### config.mk
export PLATFORM = sky130hd
export DESIGN_NAME = call_meter
export DESIGN_NICKNAME = d
export VERILOG_FILES = /design/src/rtl/call_meter_pkg.sv /design/src/rtl/call_meter_fsm.sv /design/src/rtl/call_meter_duration.sv /design/src/rtl/call_meter_purse.sv /design/src/rtl/call_meter_warn_timer.sv /design/src/rtl/call_meter.sv
export SDC_FILE = /design/constraint.sdc
export NUM_CORES = 1
export LEC_CHECK = 0
export BUFFER_PORTS_ARGS = -buffer_cell sky130_fd_sc_hd__buf_2
export CAP_MARGIN = 20
export CORE_ASPECT_RATIO = 0.6
export CORE_UTILIZATION = 25
export CTS_BUF_LIST = sky130_fd_sc_hd__clkbuf_8
export DETAILED_ROUTE_END_ITERATION = 6
export PLACE_DENSITY_LB_ADDON = 0.2
export RECOVER_POWER = 50
export SLEW_MARGIN = 20
export SYNTH_ARGS = -nofsm -noshare
export SYNTH_HDL_FRONTEND = slang
export SYNTH_SLANG_ARGS = --single-unit
### constraint.sdc
create_clock -name clk -period 3.85 [get_ports clk]
set_input_delay 0.77 -clock clk [delete_from_list [all_inputs] [get_ports clk]]
set_output_delay 0.77 -clock clk [all_outputs]
set_load 0.01 [all_outputs]
### src/rtl/call_meter_pkg.sv
package call_meter_pkg;

  typedef enum logic [2:0] {
    ST_IDLE,
    ST_CHECK,
    ST_TALK,
    ST_WARN,
    ST_CUTOFF
  } meter_state_t;

  typedef enum logic [1:0] {
    KIND_LOCAL = 2'd0,
    KIND_LONG  = 2'd1,
    KIND_INTL  = 2'd2,
    KIND_RSVD  = 2'd3
  } call_kind_t;

  // Tariff lookup per type code; reserved code yields zero.
  function automatic int unsigned pick_rate(input logic [1:0] kind,
                                            input int unsigned r_loc,
                                            input int unsigned r_long,
                                            input int unsigned r_intl);
    case (kind)
      KIND_LOCAL: return r_loc;
      KIND_LONG:  return r_long;
      KIND_INTL:  return r_intl;
      default:    return 0;
    endcase
  endfunction

  // Subtraction that stops at zero.
  function automatic logic [31:0] drain(input logic [31:0] bal,
                                        input logic [31:0] amt);
    return (bal > amt) ? (bal - amt) : 32'd0;
  endfunction

endpackage

### src/rtl/call_meter_fsm.sv
module call_meter_fsm
  import call_meter_pkg::*;
(
  input  logic         clk,
  input  logic         rst,
  input  logic         call_req,
  input  logic         afford,
  input  logic         low,
  input  logic         warn_done,
  output meter_state_t state_q
);

  meter_state_t state_d;

  always_comb begin
    state_d = state_q;
    case (state_q)
      ST_IDLE:   if (call_req) state_d = ST_CHECK;
      ST_CHECK: begin
        if (!call_req)    state_d = ST_IDLE;
        else if (!afford) state_d = ST_CUTOFF;
        else              state_d = ST_TALK;
      end
      ST_TALK: begin
        if (!call_req) state_d = ST_IDLE;
        else if (low)  state_d = ST_WARN;
      end
      ST_WARN: begin
        if (!call_req)      state_d = ST_IDLE;
        else if (warn_done) state_d = ST_CUTOFF;
        else if (!low)      state_d = ST_TALK;
      end
      ST_CUTOFF: if (!call_req) state_d = ST_IDLE;
      default:   state_d = ST_IDLE;
    endcase
  end

  always_ff @(posedge clk) begin
    if (rst) state_q <= ST_IDLE;
    else     state_q <= state_d;
  end

endmodule

### src/rtl/call_meter_duration.sv
module call_meter_duration #(
  parameter int unsigned SEC_PER_MIN = 60,
  parameter int unsigned MIN_MAX     = 99,
  localparam int SEC_W = $clog2(SEC_PER_MIN),
  localparam int MIN_W = $clog2(MIN_MAX + 1)
) (
  input  logic             clk,
  input  logic             rst,
  input  logic             clr,
  input  logic             run,
  input  logic             tick,
  output logic [SEC_W-1:0] sec_q,
  output logic [MIN_W-1:0] min_q,
  output logic             wrap
);

  localparam logic [SEC_W-1:0] SEC_LAST = SEC_W'(SEC_PER_MIN - 1);
  localparam logic [MIN_W-1:0] MIN_TOP  = MIN_W'(MIN_MAX);

  assign wrap = run && tick && (sec_q == SEC_LAST);

  always_ff @(posedge clk) begin
    if (rst || clr) begin
      sec_q <= '0;
      min_q <= '0;
    end else if (wrap) begin
      sec_q <= '0;
      if (min_q != MIN_TOP) min_q <= min_q + 1'b1;
    end else if (run && tick) begin
      sec_q <= sec_q + 1'b1;
    end
  end

endmodule

### src/rtl/call_meter_purse.sv
module call_meter_purse
  import call_meter_pkg::*;
#(
  parameter int unsigned BAL_W       = 16,
  parameter int unsigned RATE_LOCAL  = 3,
  parameter int unsigned RATE_LONG   = 8,
  parameter int unsigned RATE_INTL   = 15,
  parameter int unsigned LOW_THRESH  = 20
) (
  input  logic             clk,
  input  logic             rst,
  input  logic             load,
  input  logic [BAL_W-1:0] preset,
  input  logic [1:0]       kind,
  input  logic             charge,
  output logic [BAL_W-1:0] bal_q,
  output logic             afford,
  output logic             low
);

  logic [BAL_W-1:0] rate;

  assign rate   = BAL_W'(pick_rate(kind, RATE_LOCAL, RATE_LONG, RATE_INTL));
  assign afford = (kind != KIND_RSVD) && (bal_q >= rate);
  assign low    = bal_q < BAL_W'(LOW_THRESH);

  always_ff @(posedge clk) begin
    if (rst)         bal_q <= '0;
    else if (load)   bal_q <= preset;
    else if (charge) bal_q <= BAL_W'(drain(32'(bal_q), 32'(rate)));
  end

endmodule

### src/rtl/call_meter_warn_timer.sv
module call_meter_warn_timer #(
  parameter int unsigned WARN_SECS = 60,
  localparam int CW = $clog2(WARN_SECS + 1)
) (
  input  logic clk,
  input  logic rst,
  input  logic active,
  input  logic tick,
  output logic done
);

  logic [CW-1:0] cnt_q;

  assign done = active && tick && (cnt_q == CW'(WARN_SECS - 1));

  always_ff @(posedge clk) begin
    if (rst || !active)   cnt_q <= '0;
    else if (done)        cnt_q <= '0;
    else if (tick)        cnt_q <= cnt_q + 1'b1;
  end

endmodule

### src/rtl/call_meter.sv
module call_meter
  import call_meter_pkg::*;
#(
  parameter int unsigned BAL_W       = 16,
  parameter int unsigned SEC_PER_MIN = 60,
  parameter int unsigned MIN_MAX     = 99,
  parameter int unsigned RATE_LOCAL  = 3,
  parameter int unsigned RATE_LONG   = 8,
  parameter int unsigned RATE_INTL   = 15,
  parameter int unsigned LOW_THRESH  = 20,
  parameter int unsigned WARN_SECS   = 60,
  localparam int SEC_W = $clog2(SEC_PER_MIN),
  localparam int MIN_W = $clog2(MIN_MAX + 1)
) (
  input  logic             clk,
  input  logic             rst,
  input  logic             call_req,
  input  logic [1:0]       call_type,
  input  logic [BAL_W-1:0] preset_bal,
  input  logic             sec_tick,
  output logic             call_en,
  output logic             low_warn,
  output logic             blocked,
  output logic [1:0]       disp_type,
  output logic [BAL_W-1:0] disp_bal,
  output logic [SEC_W-1:0] disp_sec,
  output logic [MIN_W-1:0] disp_min
);

  meter_state_t state_q;
  logic [1:0]   kind_q;
  logic         afford, low, warn_done;
  logic         in_idle, in_call;
  logic         connect_evt, wrap_evt, charge_evt;

  assign in_idle     = (state_q == ST_IDLE);
  assign in_call     = (state_q == ST_TALK) || (state_q == ST_WARN);
  assign connect_evt = (state_q == ST_CHECK) && call_req && afford;
  assign charge_evt  = connect_evt || wrap_evt;

  always_ff @(posedge clk) begin
    if (rst)          kind_q <= '0;
    else if (in_idle) kind_q <= call_type;
  end

  call_meter_fsm u_fsm (
    .clk       (clk),
    .rst       (rst),
    .call_req  (call_req),
    .afford    (afford),
    .low       (low),
    .warn_done (warn_done),
    .state_q   (state_q)
  );

  call_meter_purse #(
    .BAL_W      (BAL_W),
    .RATE_LOCAL (RATE_LOCAL),
    .RATE_LONG  (RATE_LONG),
    .RATE_INTL  (RATE_INTL),
    .LOW_THRESH (LOW_THRESH)
  ) u_purse (
    .clk    (clk),
    .rst    (rst),
    .load   (in_idle),
    .preset (preset_bal),
    .kind   (kind_q),
    .charge (charge_evt),
    .bal_q  (disp_bal),
    .afford (afford),
    .low    (low)
  );

  call_meter_duration #(
    .SEC_PER_MIN (SEC_PER_MIN),
    .MIN_MAX     (MIN_MAX)
  ) u_dur (
    .clk   (clk),
    .rst   (rst),
    .clr   (in_idle),
    .run   (in_call),
    .tick  (sec_tick),
    .sec_q (disp_sec),
    .min_q (disp_min),
    .wrap  (wrap_evt)
  );

  call_meter_warn_timer #(
    .WARN_SECS (WARN_SECS)
  ) u_warn (
    .clk    (clk),
    .rst    (rst),
    .active (state_q == ST_WARN),
    .tick   (sec_tick),
    .done   (warn_done)
  );

  assign call_en   = in_call;
  assign low_warn  = (state_q == ST_WARN);
  assign blocked   = (state_q == ST_CUTOFF);
  assign disp_type = kind_q;

endmodule

==> flow_summary_export.csv, run 1 <==
group,metric,value,unit
outcome,status,"finished clean",
pwr,power,1.189,mW
pwr,powerDensity,416.3,nW/µm²
die,die-width,129.2,µm
grt,antenna_found_initial,0,
route,drc,0,
worst_setup_path,cpPeakStageDelay,760,ps
sta,tightest_slew,1184,ps
grt,grt.total_usage,0.1587,
worst_setup_path,rr_worst_depth,14,
sta,maxSlewViolCount,0,
synthesis,synth_cell_types,53,
final_layout,nNetsFinal,376,
route,drt_iter0_markers,165,
grt,grtUsageMet1,0.2468,
clock_tree,cts_buffer_depth,2,
place,numPortBuffers,55,
die,coreArea,9290,µm²
grt,use_met3,0.04976,
synthesis,syn_avg_cell_area,8.308,µm²
synthesis,ys_seq_area_frac,0.3301,
clock_tree,ctsRootBufferMaster,"clkbuf_8",
sta,rsz0062_at_grt,"false",
run,maxCapViolCount,0,
place,gp_congestion,0.7895,
die,top_level_ports,56,
grt,grt_pass1_vias,2222,
die,fp-row-count,27,
grt,grt_max_degree,24,
sta,setup_violations,0,
worst_setup_path,arrival,3560,ps
clock_tree,postCtsSetupBuffers,0,
clock_tree,clock_latency,310,ps
final_layout,drive_gt1_frac,0.1341,
sta,max-slew-margin-rel,0.2106,
pwr,p_leak,1.068,nW
pwr,ir_worst_vdd,0.1228,mV
route,post_drt_via_cell_ratio,4.979,
worst_setup_path,reg2reg_from,"disp_type[0]$_SDFFE_PP0P_",
synthesis,yosysWarnings,0,
clock_tree,postCtsResizedCells,0,
worst_setup_path,worstSetupEndpointType,"flip-flop",
grt,grt-busiest-layer,"met1",
synthesis,synth_edf_count,0,
sta,fin_crit,3341,ps
sta,post-route-period-util,0.8677,
sta,timing.setup.tns,0,ps
clock_tree,cts.sinks,40,
route,ant_nets,0,
hold_path,hold_path_end,"u_purse.bal_q[15]$_SDFFE_PP0P_",
worst_setup_path,path_class,"reg -> reg",
synthesis,synth-main-ff-cell,"dfxtp_1",
synthesis,ys_ff_latch,40,
hold_path,hold_class,"reg -> reg",
die,start_util,0.2611,
sta,clock.fmax,299.3,MHz
synthesis,syn_area,2426,µm²
clock_tree,numCtsBuffers,5,
final_layout,fin_util,0.3075,
worst_setup_path,worstSetupStartpointType,"flip-flop",
grt,grt_pass1_wl,12.12,mm
hold_path,min_path_cells,2,
grt,grtUsageMet2,0.1984,
synthesis,syn-instance-count,292,
worst_setup_path,required,4070,ps
route,num_vias,2355,
hold_path,hp-start,"u_purse.bal_q[15]$_SDFFE_PP0P_",
worst_setup_path,cpMostUsedCell,"inv_1",
clock_tree,cts_tree,"yes",
synthesis,synthesis.nets,326,
sta,hold_viol,0,
die,fp.dieArea,10120,µm²
worst_setup_path,crit_buf_inv,4,
worst_setup_path,cpLargestDelayFamily,"compound AO/OA/AOI/OAI gates",
clock_tree,hold_buffers,0,
worst_setup_path,startpoint,"disp_type[0]$_SDFFE_PP0P_",
grt,grt_overflow,0,
final_layout,synthToLayoutAreaGrowth,17.74,%
final_layout,diodes,0,
worst_setup_path,worstPathMaxFanout,14,
route,routedWlPerCell,15.76,µm
worst_setup_path,rr_endpoint,"u_purse.bal_q[15]$_SDFFE_PP0P_",
route,wirelength,7.455,mm
place,dpl.hpwl,5.595,mm
worst_setup_path,crit_path_top_delay_cell,"a21oi_1",
route,drt_pre_antenna_iters,4,
worst_setup_path,crit_chain,"inv_1 -> ha_1 -> nor2_1 -> or2_2 -> inv_1 -> ha_1 -> inv_1 -> fa_1 -> and3_1 -> o21ai_0 -> a21oi_1 -> buf_4 -> a32oi_1 -> o32ai_1",
sta,fin_skew,11.56,ps
synthesis,async_flop_share,0,
clock_tree,h-tree-depth,2,
clock_tree,clk_pin_slew,90,ps
die,die_height,78.31,µm
worst_setup_path,r2r_setup_slack,510,ps
[report_power, final]
group          switching (mW)  internal (mW)
combinational           0.249          0.157
clock                   0.159          0.141
sequential             0.0412          0.441
[flip-flops by register name, indices dropped and copies added (netlist names)]
| name | flops |
|---|---|
| u_purse.bal_q | 16 |
| disp_type | 2 |
| u_warn.cnt_q | 6 |
| u_fsm.state_q | 3 |
| u_dur.min_q | 7 |
| u_dur.sec_q | 6 |
[area by class of cell]
cell class / count / area, µm²
fill: 1042 / 6434
multi-input combinational: 224 / 1496
sequential: 40 / 800.8
timing repair buffer: 58 / 257.7
tap: 130 / 162.7
clock buffer: 6 / 82.58
inverter: 13 / 48.80
clock inverter: 2 / 7.507
[worst reg2reg max path: cells and delay by family, from the launching register on]
kind / cells / cell delay [ps]
simple gates: 3 / 440
flops: 1 / 390
buf+inv: 4 / 570
compound gates: 4 / 1260
fa+ha+maj: 3 / 620
[cells in the final DEF (no fill, tap or decap), types with 11 or more instances in the layout]
cell type and instances:
inv_1 15, ha_1 11, clkbuf_1 30, buf_2 26, dfxtp_1 40, a21oi_1 12
nor2_1 30, a22oi_1 19, nand2_1 23, nor3_1 13
[how the worst max path moves through the flow]
stage	to	slack [ps]	depth (start not counted)
after floorplan	u_purse.bal_q[10]$_SDFFE_PP0P_	950	13
after global placement	u_purse.bal_q[7]$_SDFFE_PP0P_	630	11
after detailed placement	u_purse.bal_q[9]$_SDFFE_PP0P_	550	13
after CTS	u_purse.bal_q[9]$_SDFFE_PP0P_	530	13
after global routing	u_purse.bal_q[12]$_SDFFE_PP0P_	180	14
final	u_purse.bal_q[15]$_SDFFE_PP0P_	510	14
[layer usage]
metal  part of all wire  routed length [µm]
met5                  0                   0
met4             0.0080                  60
met3              0.071                 531
met2               0.37                2732
met1               0.55                4131
[cell usage after synthesis, types with 2 or more instances]
library cell | number | area share
or3_1 | 5 | 0.013
a32oi_1 | 2 | 0.0072
nor2b_1 | 2 | 0.0052
xnor2_1 | 9 | 0.032
nand3_1 | 8 | 0.017
nand4_1 | 6 | 0.015
o31ai_1 | 6 | 0.019
and3_1 | 2 | 0.0052
a22oi_1 | 19 | 0.059
ha_1 | 11 | 0.057
o32ai_1 | 9 | 0.032
xor2_1 | 8 | 0.029
and2_1 | 2 | 0.0052
nor4_1 | 6 | 0.015
nor3_1 | 13 | 0.027
dfxtp_1 | 40 | 0.33
inv_1 | 13 | 0.020
o21a_1 | 2 | 0.0062
nor4b_1 | 2 | 0.0072
clkbuf_1 | 9 | 0.014
or4_1 | 5 | 0.015
nor2_1 | 30 | 0.046
o21ai_0 | 9 | 0.019
nand2_1 | 23 | 0.036
a21oi_1 | 12 | 0.025
mux2i_1 | 4 | 0.017
or2_2 | 5 | 0.013
nand2b_1 | 3 | 0.0077
and4b_1 | 2 | 0.0083
buf_6 | 2 | 0.0093
[per-stage QoR]
step | instances | cell area (µm²) | hold WS [ps] | setup WS, ps
finish | 473 | 2856 | 499.2 | 509.2
global route | 473 | 2856 | 519.3 | 177.6
CTS | 473 | 2902 | 497.8 | 525.6
detailed placement | 465 | 2811 | 486.3 | 545.3
global placement | 465 | 2811 | 478.5 | 629.2
floorplan | 292 | 2426 | 476.6 | 951.5
[cells by family (layout without fill, tap and decap cells)]
group | count (synthesis) | in the layout | synth area share
AOI/OAI and AO/OA | 69 | 69 | 0.2078
xor gates and xnor gates | 17 | 17 | 0.06137
adders and majority gates | 12 | 12 | 0.06498
buffers and inverters | 28 | 79 | 0.05312
DFF | 40 | 40 | 0.3301
muxes | 4 | 4 | 0.01650
and+or+nand+nor | 122 | 122 | 0.2661
No activity file was read; power rests on OpenSTA's default activity.
==> run 2: changes to the inputs <==
--- a/config.mk
+++ b/config.mk
@@ -8,9 +8,11 @@
 export BUFFER_PORTS_ARGS = -buffer_cell sky130_fd_sc_hd__buf_2
 export CAP_MARGIN = 20
 export CORE_ASPECT_RATIO = 0.6
+export CORE_MARGIN = 5
 export CORE_UTILIZATION = 25
 export CTS_BUF_LIST = sky130_fd_sc_hd__clkbuf_8
 export DETAILED_ROUTE_END_ITERATION = 6
+export MAX_ROUTING_LAYER = met4
 export PLACE_DENSITY_LB_ADDON = 0.2
 export RECOVER_POWER = 50
 export SLEW_MARGIN = 20
==> run 2 against run 1 <==
Via count is 1.5% higher; utilization fell by 0.26 points; clock skew about the same.
==> flow_summary_export.csv, run 2 (same netlist as run 1, synthesis figures left out) <==
group,metric,value,unit
sta,post-route-period-util,0.8713,
run,maxCapViolCount,0,
sta,hold_viol,0,
route,drc,0,
route,num_vias,2390,
place,dpl.hpwl,5.747,mm
worst_setup_path,worstSetupEndpointType,"flip-flop",
pwr,powerDensity,413.5,nW/µm²
die,fp-row-count,27,
outcome,status,"finished clean",
place,gp_congestion,0.8344,
final_layout,largest_reg_flops,16,
place,numPortBuffers,55,
die,start_util,0.2602,
grt,grt_overflow,0,
worst_setup_path,cpMostUsedCell,"inv_1",
final_layout,final_common_cell,"dfxtp_1",
clock_tree,cts_tree,"yes",
clock_tree,postCtsSetupBuffers,0,
final_layout,top_register,"u_purse.bal_q",
route,drt_pre_antenna_iters,4,
route,drt_iter0_markers,189,
sta,fin_crit,3354,ps
clock_tree,cts.sinks,40,
final_layout,diodes,0,
clock_tree,postCtsResizedCells,0,
grt,grt_max_degree,25,
clock_tree,hold_buffers,0,
worst_setup_path,cpPeakStageDelay,530,ps
worst_setup_path,r2r_setup_slack,500,ps
final_layout,top_regs,"u_purse.bal_q: 16 flops, u_dur.min_q: 7 flops",
grt,grt.total_usage,0.1381,
die,die-width,137.2,µm
sta,timing.setup.tns,0,ps
die,coreArea,9324,µm²
clock_tree,clock_latency,310,ps
pwr,ir_worst_vdd,0.1271,mV
place,postPlaceCellArea,2811,µm²
route,ant_nets,0,
hold_path,hold_class,"reg -> reg",
clock_tree,cts_buffer_depth,2,
worst_setup_path,crit_path_top_delay_cell,"or4_4",
sta,tightest_slew,1214,ps
final_layout,stdcell_area,2843,µm²
final_layout,synthToLayoutAreaGrowth,17.17,%
sta,rsz0062_at_grt,"false",
worst_setup_path,worstSetupStartpointType,"flip-flop",
die,die_height,86.31,µm
route,post_drt_via_cell_ratio,5.064,
worst_setup_path,crit_buf_inv,3,
sta,clock.fmax,298.1,MHz
sta,setup_violations,0,
die,top_level_ports,56,
clock_tree,ctsRootBufferMaster,"clkbuf_8",
clock_tree,numCtsBuffers,5,
worst_setup_path,cpLargestDelayFamily,"simple AND/OR/NAND/NOR gates",
worst_setup_path,required,4080,ps
grt,grt_pass1_wl,12.61,mm
pwr,p_leak,1.055,nW
grt,antenna_found_initial,0,
sta,maxSlewViolCount,0,
worst_setup_path,crit_chain,"inv_1 -> ha_1 -> nor2_1 -> or2_2 -> inv_1 -> ha_1 -> inv_1 -> fa_1 -> and3_1 -> or4_4 -> o21ai_4 -> nand2_2 -> a311oi_1",
route,routedWlPerCell,16.41,µm
die,fp.dieArea,11840,µm²
final_layout,layout_common_cells,"dfxtp_1 (40), clkbuf_1 (31), nor2_1 (30), buf_2 (25), nand2_1 (23)",
final_layout,drive_gt1_frac,0.1316,
clock_tree,clk_pin_slew,90,ps
sta,fin_skew,11.82,ps
worst_setup_path,arrival,3580,ps
route,wirelength,7.747,mm
worst_setup_path,worstPathMaxFanout,12,
clock_tree,h-tree-depth,2,
final_layout,nNetsFinal,376,
worst_setup_path,path_class,"reg -> reg",
sta,max-slew-margin-rel,0.1905,
grt,grt_pass1_vias,2334,
-- run 2: cell count changes in the layout (fill, tap and decap cells not counted) --
cell	change
buf_2	-1
clkbuf_1	+1
clkbuf_8	-1
clkinv_2	+1
inv_1	-1
-- run 2: cell type report --
cell class,count,area [µm²]
Fill cell,1057,6481
Multi-Input combinational cell,224,1496
Sequential cell,40,800.8
Timing Repair Buffer,58,256.5
Tap cell,130,162.7
Clock buffer,5,68.82
Inverter,13,48.80
Clock inverter,2,8.758
-- run 2: path summary, 6_finish.rpt --
check	end	from	depth (start not counted)
worst min register to register	u_dur.sec_q[1]$_SDFFE_PP0P_	u_dur.sec_q[1]$_SDFFE_PP0P_	2
worst min-delay path	u_dur.sec_q[1]$_SDFFE_PP0P_	u_dur.sec_q[1]$_SDFFE_PP0P_	2
worst max-delay path	u_purse.bal_q[7]$_SDFFE_PP0P_	disp_type[0]$_SDFFE_PP0P_	13
worst max register to register	u_purse.bal_q[7]$_SDFFE_PP0P_	disp_type[0]$_SDFFE_PP0P_	13
-- run 2: per-layer routing --
layer  GRT usage  routed length [µm]
met1      0.2084                4311
met2      0.1805                2891
met3     0.03828                 490
met4     0.02536                  53
met5           -                   0
-- run 2: tightest hold or removal path, delay by kind of cell (launching register included) --
family	cells	cell delay [ps]
AO/OA/AOI/OAI	1	50
flip-flops	1	340
AND/OR/NAND/NOR	1	60
-- run 2: stage by stage --
stage          setup WS [ps]  hold slack [ps]  power [mW]  std cells    util
2_1_floorplan          951.5            476.6      0.7758        292       -
3_3_place_gp           610.5            483.0      0.9059        465  0.3015
3_5_place_dp           514.9            484.5      0.9061        465  0.3015
4_1_cts                498.1            496.9       1.195        472  0.3099
5_1_grt                254.4            544.6       1.258        472  0.3049
6_report               495.6            494.0       1.176        472  0.3049
-- run 2: report_power, final --
| group | internal (mW) | total, mW | switching, mW |
|---|---|---|---|
| Combinational | 0.157 | 0.414 | 0.257 |
| Sequential | 0.441 | 0.482 | 0.0412 |
| Clock | 0.121 | 0.280 | 0.159 |
| Total | 0.719 | 1.18 | 0.457 |
